## config.mk

```make
export PLATFORM = sky130hd
export DESIGN_NAME = abr_meas_unit
export DESIGN_NICKNAME = d
export VERILOG_FILES = /design/src/rtl/abr_pkg.sv /design/src/rtl/abr_rx_sync.sv /design/src/rtl/abr_width_ctr.sv /design/src/rtl/abr_ctrl.sv /design/src/rtl/abr_meas_unit.sv
export SDC_FILE = /design/constraint.sdc
export NUM_CORES = 1
export LEC_CHECK = 0
export BUFFER_PORTS_ARGS = -buffer_cell sky130_fd_sc_hd__buf_2
export CAP_MARGIN = 20
export CORE_ASPECT_RATIO = 1.5
export CORE_MARGIN = 5
export CORE_UTILIZATION = 52
export CTS_BUF_LIST = sky130_fd_sc_hd__clkbuf_2 sky130_fd_sc_hd__clkbuf_4 sky130_fd_sc_hd__clkbuf_8
export DETAILED_ROUTE_END_ITERATION = 10
export GPL_ROUTABILITY_DRIVEN = 0
export PLACE_DENSITY = 0.78
export SLEW_MARGIN = 20
export SYNTH_ARGS = -nofsm -noshare
export SYNTH_HDL_FRONTEND = slang
export SYNTH_SLANG_ARGS = --single-unit
```

## constraint.sdc

```tcl
create_clock -name clk -period 1.7 [get_ports clk]
set_input_delay 0.085 -clock clk [delete_from_list [all_inputs] [get_ports clk]]
set_output_delay 0.085 -clock clk [all_outputs]
set_load 0.005 [all_outputs]
```

## src/rtl/abr_pkg.sv

```systemverilog
package abr_pkg;
   typedef enum logic [1:0] {
      ST_NOT_INIT = 2'd0,
      ST_READY    = 2'd1,
      ST_COUNTING = 2'd2
   } abr_state_e;
endpackage

```

## src/rtl/abr_rx_sync.sv

```systemverilog
module abr_rx_sync #(
   parameter int STAGES = 2
) (
   input  logic clk,
   input  logic rst_n,
   input  logic rx_i,
   output logic fall_o,
   output logic rise_o
);
   logic [STAGES-1:0] chain_q;
   logic              prev_q;

   generate
      if (STAGES < 2) begin : g_bad_stages
         $error("abr_rx_sync: STAGES must be at least 2");
      end
   endgenerate

   always_ff @(posedge clk or negedge rst_n) begin
      if (!rst_n) begin
         chain_q <= '1;
         prev_q  <= 1'b1;
      end else begin
         chain_q <= {chain_q[STAGES-2:0], rx_i};
         prev_q  <= chain_q[STAGES-1];
      end
   end

   assign fall_o = prev_q & ~chain_q[STAGES-1];
   assign rise_o = ~prev_q & chain_q[STAGES-1];
endmodule

```

## src/rtl/abr_width_ctr.sv

```systemverilog
module abr_width_ctr #(
   parameter int CNT_W = 16
) (
   input  logic             clk,
   input  logic             rst_n,
   input  logic             load_one_i,
   input  logic             inc_i,
   output logic [CNT_W-1:0] cnt_o
);
   localparam logic [CNT_W-1:0] CNT_MAX = '1;
   localparam logic [CNT_W-1:0] CNT_ONE = CNT_W'(1);

   always_ff @(posedge clk or negedge rst_n) begin
      if (!rst_n)
         cnt_o <= '0;
      else if (load_one_i)
         cnt_o <= CNT_ONE;
      else if (inc_i && cnt_o != CNT_MAX)
         cnt_o <= cnt_o + CNT_ONE;
   end
endmodule

```

## src/rtl/abr_ctrl.sv

```systemverilog
module abr_ctrl
   import abr_pkg::*;
#(
   parameter int CNT_W = 16
) (
   input  logic             clk,
   input  logic             rst_n,
   input  logic             arm_wr_i,
   input  logic             arm_val_i,
   input  logic             irq_clr_i,
   input  logic             fall_i,
   input  logic             rise_i,
   input  logic [CNT_W-1:0] run_cnt_i,
   output logic             load_one_o,
   output logic             inc_o,
   output logic             arm_o,
   output abr_state_e       state_o,
   output logic [CNT_W-1:0] result_o,
   output logic             flag_o
);
   logic set_arm, clr_arm, begin_cnt, done;

   assign set_arm   = arm_wr_i & arm_val_i;
   assign clr_arm   = arm_wr_i & ~arm_val_i;
   assign begin_cnt = ~set_arm & (state_o == ST_READY) & arm_o & fall_i;
   assign done      = ~set_arm & (state_o == ST_COUNTING) & rise_i;

   assign load_one_o = begin_cnt;
   assign inc_o      = (state_o == ST_COUNTING) & ~rise_i;

   always_ff @(posedge clk or negedge rst_n) begin
      if (!rst_n) begin
         state_o  <= ST_NOT_INIT;
         arm_o    <= 1'b0;
         result_o <= '0;
         flag_o   <= 1'b0;
      end else begin
         if (set_arm) begin
            state_o <= ST_READY;
            arm_o   <= 1'b1;
         end else begin
            if (clr_arm || done)
               arm_o <= 1'b0;
            if (begin_cnt)
               state_o <= ST_COUNTING;
            else if (done)
               state_o <= ST_READY;
         end
         if (done)
            result_o <= run_cnt_i;
         if (done)
            flag_o <= 1'b1;
         else if (irq_clr_i)
            flag_o <= 1'b0;
      end
   end
endmodule

```

## src/rtl/abr_meas_unit.sv

```systemverilog
module abr_meas_unit
   import abr_pkg::*;
#(
   parameter int CNT_W       = 16,
   parameter int SYNC_STAGES = 2
) (
   input  logic             clk,
   input  logic             rst_n,
   input  logic             rx_i,
   input  logic             arm_wr_i,
   input  logic             arm_val_i,
   input  logic             irq_en_i,
   input  logic             irq_clr_i,
   input  logic             rx_other_irq_i,
   output logic             arm_o,
   output logic [1:0]       status_o,
   output logic [CNT_W-1:0] count_o,
   output logic             irq_flag_o,
   output logic             irq_o,
   output logic             rx_grp_irq_o
);
   generate
      if (CNT_W < 4 || CNT_W > 32) begin : g_bad_width
         $error("abr_meas_unit: CNT_W must lie in 4..32");
      end
   endgenerate

   logic             fall, rise, load_one, inc;
   logic [CNT_W-1:0] run_cnt;
   abr_state_e       state;

   abr_rx_sync #(.STAGES(SYNC_STAGES)) u_sync (
      .clk(clk), .rst_n(rst_n), .rx_i(rx_i), .fall_o(fall), .rise_o(rise)
   );

   abr_width_ctr #(.CNT_W(CNT_W)) u_ctr (
      .clk(clk), .rst_n(rst_n), .load_one_i(load_one), .inc_i(inc),
      .cnt_o(run_cnt)
   );

   abr_ctrl #(.CNT_W(CNT_W)) u_ctrl (
      .clk(clk), .rst_n(rst_n), .arm_wr_i(arm_wr_i), .arm_val_i(arm_val_i),
      .irq_clr_i(irq_clr_i), .fall_i(fall), .rise_i(rise),
      .run_cnt_i(run_cnt), .load_one_o(load_one), .inc_o(inc),
      .arm_o(arm_o), .state_o(state), .result_o(count_o), .flag_o(irq_flag_o)
   );

   assign status_o     = state;
   assign irq_o        = irq_flag_o & irq_en_i;
   assign rx_grp_irq_o = irq_o | rx_other_irq_i;
endmodule

```

==> flow_summary.yaml, run 1 <==
route:
  drt_iter0_markers: 34
  drt_first_pass_iters: 4
  vias: 1496
  viasPerCell: 5.67
  final_antenna_net_count: 0
  drc: 0
  wl_microns: 4250
  routedWlPerCell_microns: 16.1
critical_path:
  critical_path_class: "flop to flop"
  cp.arrival_ns: 1.89
  cp_cell_sequence: "ha_4 > nand3_4 > buf_4 > nor3_1 > nor4b_2 > xnor2_1 > nor2_1"
  worstSetupStartpointType: "flop"
  crit_buf_inv: 1
  r2r_cells: 7
  setup.worst_path.end_class: "flop"
  cp_data_required_time_ns: 1.88
  cpLargestDelayFamily: "simple AND/OR/NAND/NOR gates"
  cp.depth: 7
  cpPeakStageDelay_ns: 0.40
  cp_slowest_cell: "dfrtp_1"
  crit_fanout: 5
global_routing:
  grt_pass1_wl_microns: 6540
  antenna_found_initial: 0
  gr-total-overflow: 0
  grt.total_usage_pct: 18.3
  grt_pass1_vias: 1473
  grt_max_degree: 40
die:
  ios: 30
  initial_core_util_pct: 53.2
  rows: 26
  die_w_microns: 57.8
  die_area_sq_um: 4720
  coreArea_sq_um: 3350
  die_y_microns: 81.7
timing:
  setup_viol: 1
  drv_slew: 0
  finalHoldViolCount: 0
  clock_skew_ns: 0.00743
  finalCriticalPeriod_ns: 1.71
  max_freq_mhz: 584
  grt_setup_unrepaired: "true"
  slew-limit-headroom_pct: 69.2
  finalCritPeriodShare_pct: 101
  worst_pin_slew_ns: 0.462
  setup_ws_ns: -0.0116
  whs_ns: 0.0541
finish:
  areaGrowthSynthToFinish_pct: 30.6
  final_nets: 230
  antenna_cells: 0
  postLayoutCoreUtil_pct: 69.5
  stdcell_count: 264
  drive_gt1_share_pct: 42.3
flow_run:
  maxCapViolations: 0
clock_tree:
  clkSinkCount: 39
  root_buffer: "clkbuf_8"
  clk_latency_ns: 0.29
  cts_max_level: 2
  clk_path_buf_depth: 2
  path_clk_slew_ns: 0.07
  numCtsBuffers: 5
  cts_tree: "done"
synth:
  synthCells: 164
  ys_seq_area_share_pct: 55.0
  synth_edf_count: 0
  synth_flop_cell: "dfrtp_1"
  yosys-top-cells-count: "dfrtp_1 (36), o21ai_0 (20), nand2_1 (17), mux2_2 (15)"
  async_reset_ff_share_pct: 100
  synth_top_area_cell: "dfrtp_1"
  synth_cell_types: 35
  syn-cell-area_sq_um: 1780
  syn_area_per_cell_sq_um: 10.9
  synth_warnings: 0
  synth_top_area_share_pct: 50.6
  yosysMostFrequentCell: "dfrtp_1"
  netlist_top_cells_area: "dfrtp_1 (51%), mux2_2 (9.5%), o21ai_0 (5.6%)"
  syn_nets: 173
  ys_seq_elements: 39
min_path:
  hold-path-cell-count: 3
  hold_path_class: "primary input to flop"
run_status:
  violations: "setup timing"
  outcome: "finished with violations"
placement:
  dpl.hpwl_microns: 2840
  dp.cells: 249
  dp_slack_ns: -0.0742
  io_buffer_count: 29
power:
  cellLeakagePower_nw: 1.16
  power_mw: 2.33
  vdd.ir_drop.worst_mv: 0.896
  power_density_nw_per_um2: 1000
timing repair:
item | CTS | global route
hold buffers | 3 | 0
resized for setup | 2 | 27
buffers inserted | 0 | 2
gates cloned | 0 | 2
hold endpoints to repair | 38 | 0
pin swaps | 1 | 7
endpoints found under the setup margin | 3 | 13
flip-flops by register name, indices dropped and copies added, names as in the netlist:
signal           flops
u_sync.chain_q       2
u_ctr.cnt_o         16
u_ctrl.result_o     16
u_ctrl.arm_o         1
u_ctrl.flag_o        1
u_sync.prev_q        1
u_ctrl.state_o       2
report_power, final:
part	leakage [nW]	internal (mW)	switching (mW)
Combinational	0.593	0.279	0.235
Clock	0.0491	0.319	0.301
Sequential	0.516	1.08	0.119
Total	1.16	1.68	0.656
cells by family after synthesis:
family | synth area share (%)
AOI/OAI and AO/OA | 10.4
xor gates and xnor gates | 1.47
adders and majority gates | 0.702
buffers and inverters | 2.39
DFF | 55.0
muxes | 10.0
and+or+nand+nor | 20.0
cells in the final DEF (no fill, tap or decap), types with 2 or more instances in the layout:
cell / count
nand2_1: 17
dlygate4sd3_1: 3
and3_1: 4
o31ai_1: 2
dfrtp_1: 35
a21o_1: 4
a211oi_1: 2
buf_4: 21
nor2_1: 9
nand3_1: 3
xnor2_1: 3
inv_1: 3
dfstp_2: 3
nand4_1: 3
nand2b_1: 3
mux2_2: 15
o21ai_0: 5
clkbuf_8: 5
buf_2: 29
o21ba_4: 2
nor3_2: 2
clkbuf_4: 2
a21oi_1: 2
nor3_1: 7
o21ai_1: 14
cell type report:
cell class | instances | area [sq um]
clock buffer | 7 | 83.8
tap | 42 | 52.6
inverter | 3 | 11.3
sequential | 39 | 981
timing repair buffer | 54 | 344
fill | 246 | 1020
clock inverter | 1 | 5.00
multi-input combinational | 118 | 850
stage by stage:
step | setup TNS [ns] | cell area (sq um)
2_1_floorplan | -0.0149 | 1790
3_3_place_gp | 0 | 2110
3_5_place_dp | -0.0742 | 2110
4_1_cts | -0.000478 | 2240
5_1_grt | -0.430 | 2330
6_report | -0.0116 | 2330
path summary, 6_finish.rpt:
path                              startpoint                 to  slack (ns)
setup / recovery              u_ctr.cnt_o[1]    u_ctr.cnt_o[14]       -0.01
hold / removal                     arm_val_i       u_ctrl.arm_o        0.05
setup reg to reg              u_ctr.cnt_o[1]    u_ctr.cnt_o[14]       -0.01
hold reg to reg            u_sync.chain_q[0]  u_sync.chain_q[1]        0.36
max in group asynchronous              rst_n     u_ctr.cnt_o[2]        0.99
min in group asynchronous              rst_n  u_ctrl.state_o[0]        0.36
layer usage:
| layer | track usage (%) | part of all wire [%] | up-vias |
|---|---|---|---|
| li1 | - | - | 702 |
| met5 | 0 | 0 | - |
| met4 | 9.74 | 3.3 | 0 |
| met3 | 4.56 | 5.2 | 12 |
| met2 | 32.5 | 53 | 49 |
| met1 | 19.8 | 38 | 733 |
worst reg2reg max path: cells and delay by family (launching register included):
family | cells | cell delay, ns
buffers and inverters | 1 | 0.17
AND/OR/NAND/NOR | 4 | 0.69
flip-flops | 1 | 0.40
adder cells (fa/ha/maj) | 1 | 0.17
XOR/XNOR | 1 | 0.18
No activity file was read; power rests on OpenSTA's default activity.
==> run 2: changes to the inputs <==
--- a/config.mk
+++ b/config.mk
@@ -5,11 +5,12 @@
 export SDC_FILE = /design/constraint.sdc
 export NUM_CORES = 1
 export LEC_CHECK = 0
+export ABC_AREA = 1
 export BUFFER_PORTS_ARGS = -buffer_cell sky130_fd_sc_hd__buf_2
 export CAP_MARGIN = 20
 export CORE_ASPECT_RATIO = 1.5
 export CORE_MARGIN = 5
-export CORE_UTILIZATION = 52
+export CORE_UTILIZATION = 53
 export CTS_BUF_LIST = sky130_fd_sc_hd__clkbuf_2 sky130_fd_sc_hd__clkbuf_4 sky130_fd_sc_hd__clkbuf_8
 export DETAILED_ROUTE_END_ITERATION = 10
 export GPL_ROUTABILITY_DRIVEN = 0
==> flow_summary.yaml, run 2 <==
run_status:
  outcome: "completed"
synth:
  synth_warnings: 0
  synth_flop_cell: "dfrtp_1"
  synthCells: 244
  synth_cell_types: 28
  ys_seq_area_share_pct: 47.0
  yosys-top-cells-count: "nand2_1 (73), dfrtp_1 (36), nand3_1 (32), nor2_1 (20), inv_1 (17)"
  ys_seq_elements: 39
  synth_top_area_cell: "dfrtp_1"
  syn_nets: 253
  synth_top_area_share_pct: 43.2
  syn-cell-area_sq_um: 2080
  syn_area_per_cell_sq_um: 8.54
  synth_edf_count: 0
  async_reset_ff_share_pct: 100
  netlist_top_cells_area: "dfrtp_1 (43%), nand2_1 (13%), nand3_1 (7.7%)"
  yosysMostFrequentCell: "nand2_1"
critical_path:
  cp.arrival_ns: 1.80
  worstSetupStartpointType: "primary input"
  crit_fanout: 18
  setup.worst_path.end_class: "flop"
  cp_data_required_time_ns: 1.89
  critical_path_class: "primary input to flop"
  r2r_cells: 9
  reg2reg_from: "u_ctr.cnt_o[0]"
  reg2reg_to: "u_ctr.cnt_o[14]"
  reg2reg_slack_ns: 0.13
min_path:
  min_from: "arm_val_i"
  hold-path-cell-count: 3
  hold_path_class: "primary input to flop"
  holdPathEnd: "u_ctrl.arm_o"
die:
  rows: 28
  coreArea_sq_um: 3890
  initial_core_util_pct: 53.6
  die_area_sq_um: 5310
  die_w_microns: 61.2
  ios: 30
  die_y_microns: 86.8
power:
  p_clk_share_pct: 24.8
  seq_power_share_pct: 50.4
  cellLeakagePower_nw: 1.26
  swShare_pct: 34.5
  combPwrFrac_pct: 24.8
  power.switching_mw: 0.976
  p_int_mw: 1.85
  power_density_nw_per_um2: 1180
  vdd.ir_drop.worst_mv: 0.900
timing:
  drv_slew: 0
  worst_pin_slew_ns: 0.500
  finalCritPeriodShare_pct: 94.8
  max_freq_mhz: 621
  slew-limit-headroom_pct: 66.7
  finalCriticalPeriod_ns: 1.61
  clock_skew_ns: 0.00525
  fin_tns_setup_ns: 0
  setup_viol: 0
  grt_setup_unrepaired: "false"
  finalHoldViolCount: 0
route:
  drc: 0
  drt_iter0_markers: 61
  drt_first_pass_iters: 4
  wl_microns: 4430
  vias: 1720
  viasPerCell: 5.23
  routedWlPerCell_microns: 13.5
  final_antenna_net_count: 0
finish:
  nFillCells: 366
  final_cell_mix: "nand2_1 (73), dfrtp_1 (36), nand3_1 (32)"
  postLayoutCoreUtil_pct: 61.6
  antenna_cells: 0
  drive_gt1_share_pct: 31.0
  reg_top3: "u_ctr.cnt_o (16), u_ctrl.result_o (16)"
  final_nets: 292
  areaGrowthSynthToFinish_pct: 15.0
  final_common_cell: "nand2_1"
clock_tree:
  clk_path_buf_depth: 2
  cts_max_level: 2
  numCtsBuffers: 5
  clkSinkCount: 39
  clk_latency_ns: 0.30
  root_buffer: "clkbuf_8"
  path_clk_slew_ns: 0.07
  cts_tree: "done"
flow_run:
  maxCapViolations: 0
global_routing:
  grt_max_degree: 40
  antenna_found_initial: 0
  grt.total_usage_pct: 19.5
  grt_pass1_wl_microns: 7730
  gr-total-overflow: 0
  grt_pass1_vias: 1724
placement:
  io_buffer_count: 29
  dpl.hpwl_microns: 3100
[run 2: changes by cell type after synthesis, sizes merged, moves of 6 or more]
| cell | delta |
|---|---|
| mux2 | -15 |
| inv | +19 |
| nand3 | +34 |
| o21ai | -6 |
| nor2 | +14 |
| nor3 | -7 |
| nand2 | +66 |
[run 2: worst max-delay path by stage]
stage | startpoint | end | slack (ns)
after floorplan | u_ctr.cnt_o[1] | u_ctr.cnt_o[10] | 0.27
after global placement | u_ctr.cnt_o[1] | u_ctr.cnt_o[2] | 0.18
after detailed placement | u_ctr.cnt_o[1] | u_ctr.cnt_o[3] | 0.12
after CTS | u_ctr.cnt_o[1] | u_ctr.cnt_o[14] | 0.1
after global routing | u_ctr.cnt_o[0] | u_ctr.cnt_o[3] | 0.03
final | arm_wr_i | u_ctr.cnt_o[11] | 0.09
[run 2: power groups by stage]
stage | registers [mW] | logic [mW] | clock network (mW)
finish | 1.43 | 0.702 | 0.700
detailed placement | 1.44 | 0.686 | 0
global placement | 1.43 | 0.662 | 0
floorplan | 1.38 | 0.496 | 0
global route | 1.46 | 0.805 | 0.766
CTS | 1.42 | 0.698 | 0.722
[run 2: routing by layer]
layer,up-vias,share of wire [%],global-route usage [%]
li1,855,-,-
met4,0,3.5,10.1
met3,12,5.8,4.92
met5,-,0,0
met1,796,40,23.7
met2,57,51,30.9
[run 2: cell type report]
| class | count | area [sq um] | area share, % |
|---|---|---|---|
| Multi-Input combinational cell | 176 | 948 | 39.6 |
| Sequential cell | 39 | 980 | 40.9 |
| Tap cell | 45 | 56.3 | 2.35 |
| Inverter | 23 | 86.3 | 3.60 |
| Timing Repair Buffer | 38 | 223 | 9.29 |
| Clock buffer | 8 | 104 | 4.33 |
[run 2: kinds of logic (layout without fill, tap and decap cells)]
| family | Yosys count | after routing | synth area share [%] |
|---|---|---|---|
| buffers and inverters | 29 | 69 | 7.62 |
| AO/OA/AOI/OAI | 18 | 18 | 6.66 |
| adder cells (fa/ha/maj) | 1 | 1 | 0.600 |
| flip-flops | 39 | 39 | 47.0 |
| XOR/XNOR | 2 | 2 | 0.840 |
| AND/OR/NAND/NOR | 155 | 155 | 37.3 |
[run 2: through the flow]
step / cell area [sq um] / std cells / setup WS (ns) / hold WS, ns / power, mW
finish: 2400 / 329 / 0.0889 / 0.137 / 2.83
global route: 2400 / 329 / 0.0301 / 0.136 / 3.03
CTS: 2390 / 328 / 0.0986 / 0.127 / 2.84
detailed placement: 2240 / 316 / 0.120 / 0.171 / 2.12
global placement: 2240 / 316 / 0.179 / 0.165 / 2.09
floorplan: 2080 / 244 / 0.267 / -0.211 / 1.87
[run 2: repair_timing]
item / CTS / global route
endpoints found under the hold margin: 39 / 0
endpoints found under the setup margin: 0 / 13
hold buffers: 4 / 0
setup buffers: 0 / 1
gates resized for setup: 0 / 1
[run 2: worst max-delay path: stages]
cell and delay, ns:
dlygate4sd3_1 0.53, buf_2 0.13, nand2_2 0.16, inv_2 0.07
nor3_2 0.13, nand3b_2 0.37, nand3_1 0.24, nand2_1 0.07
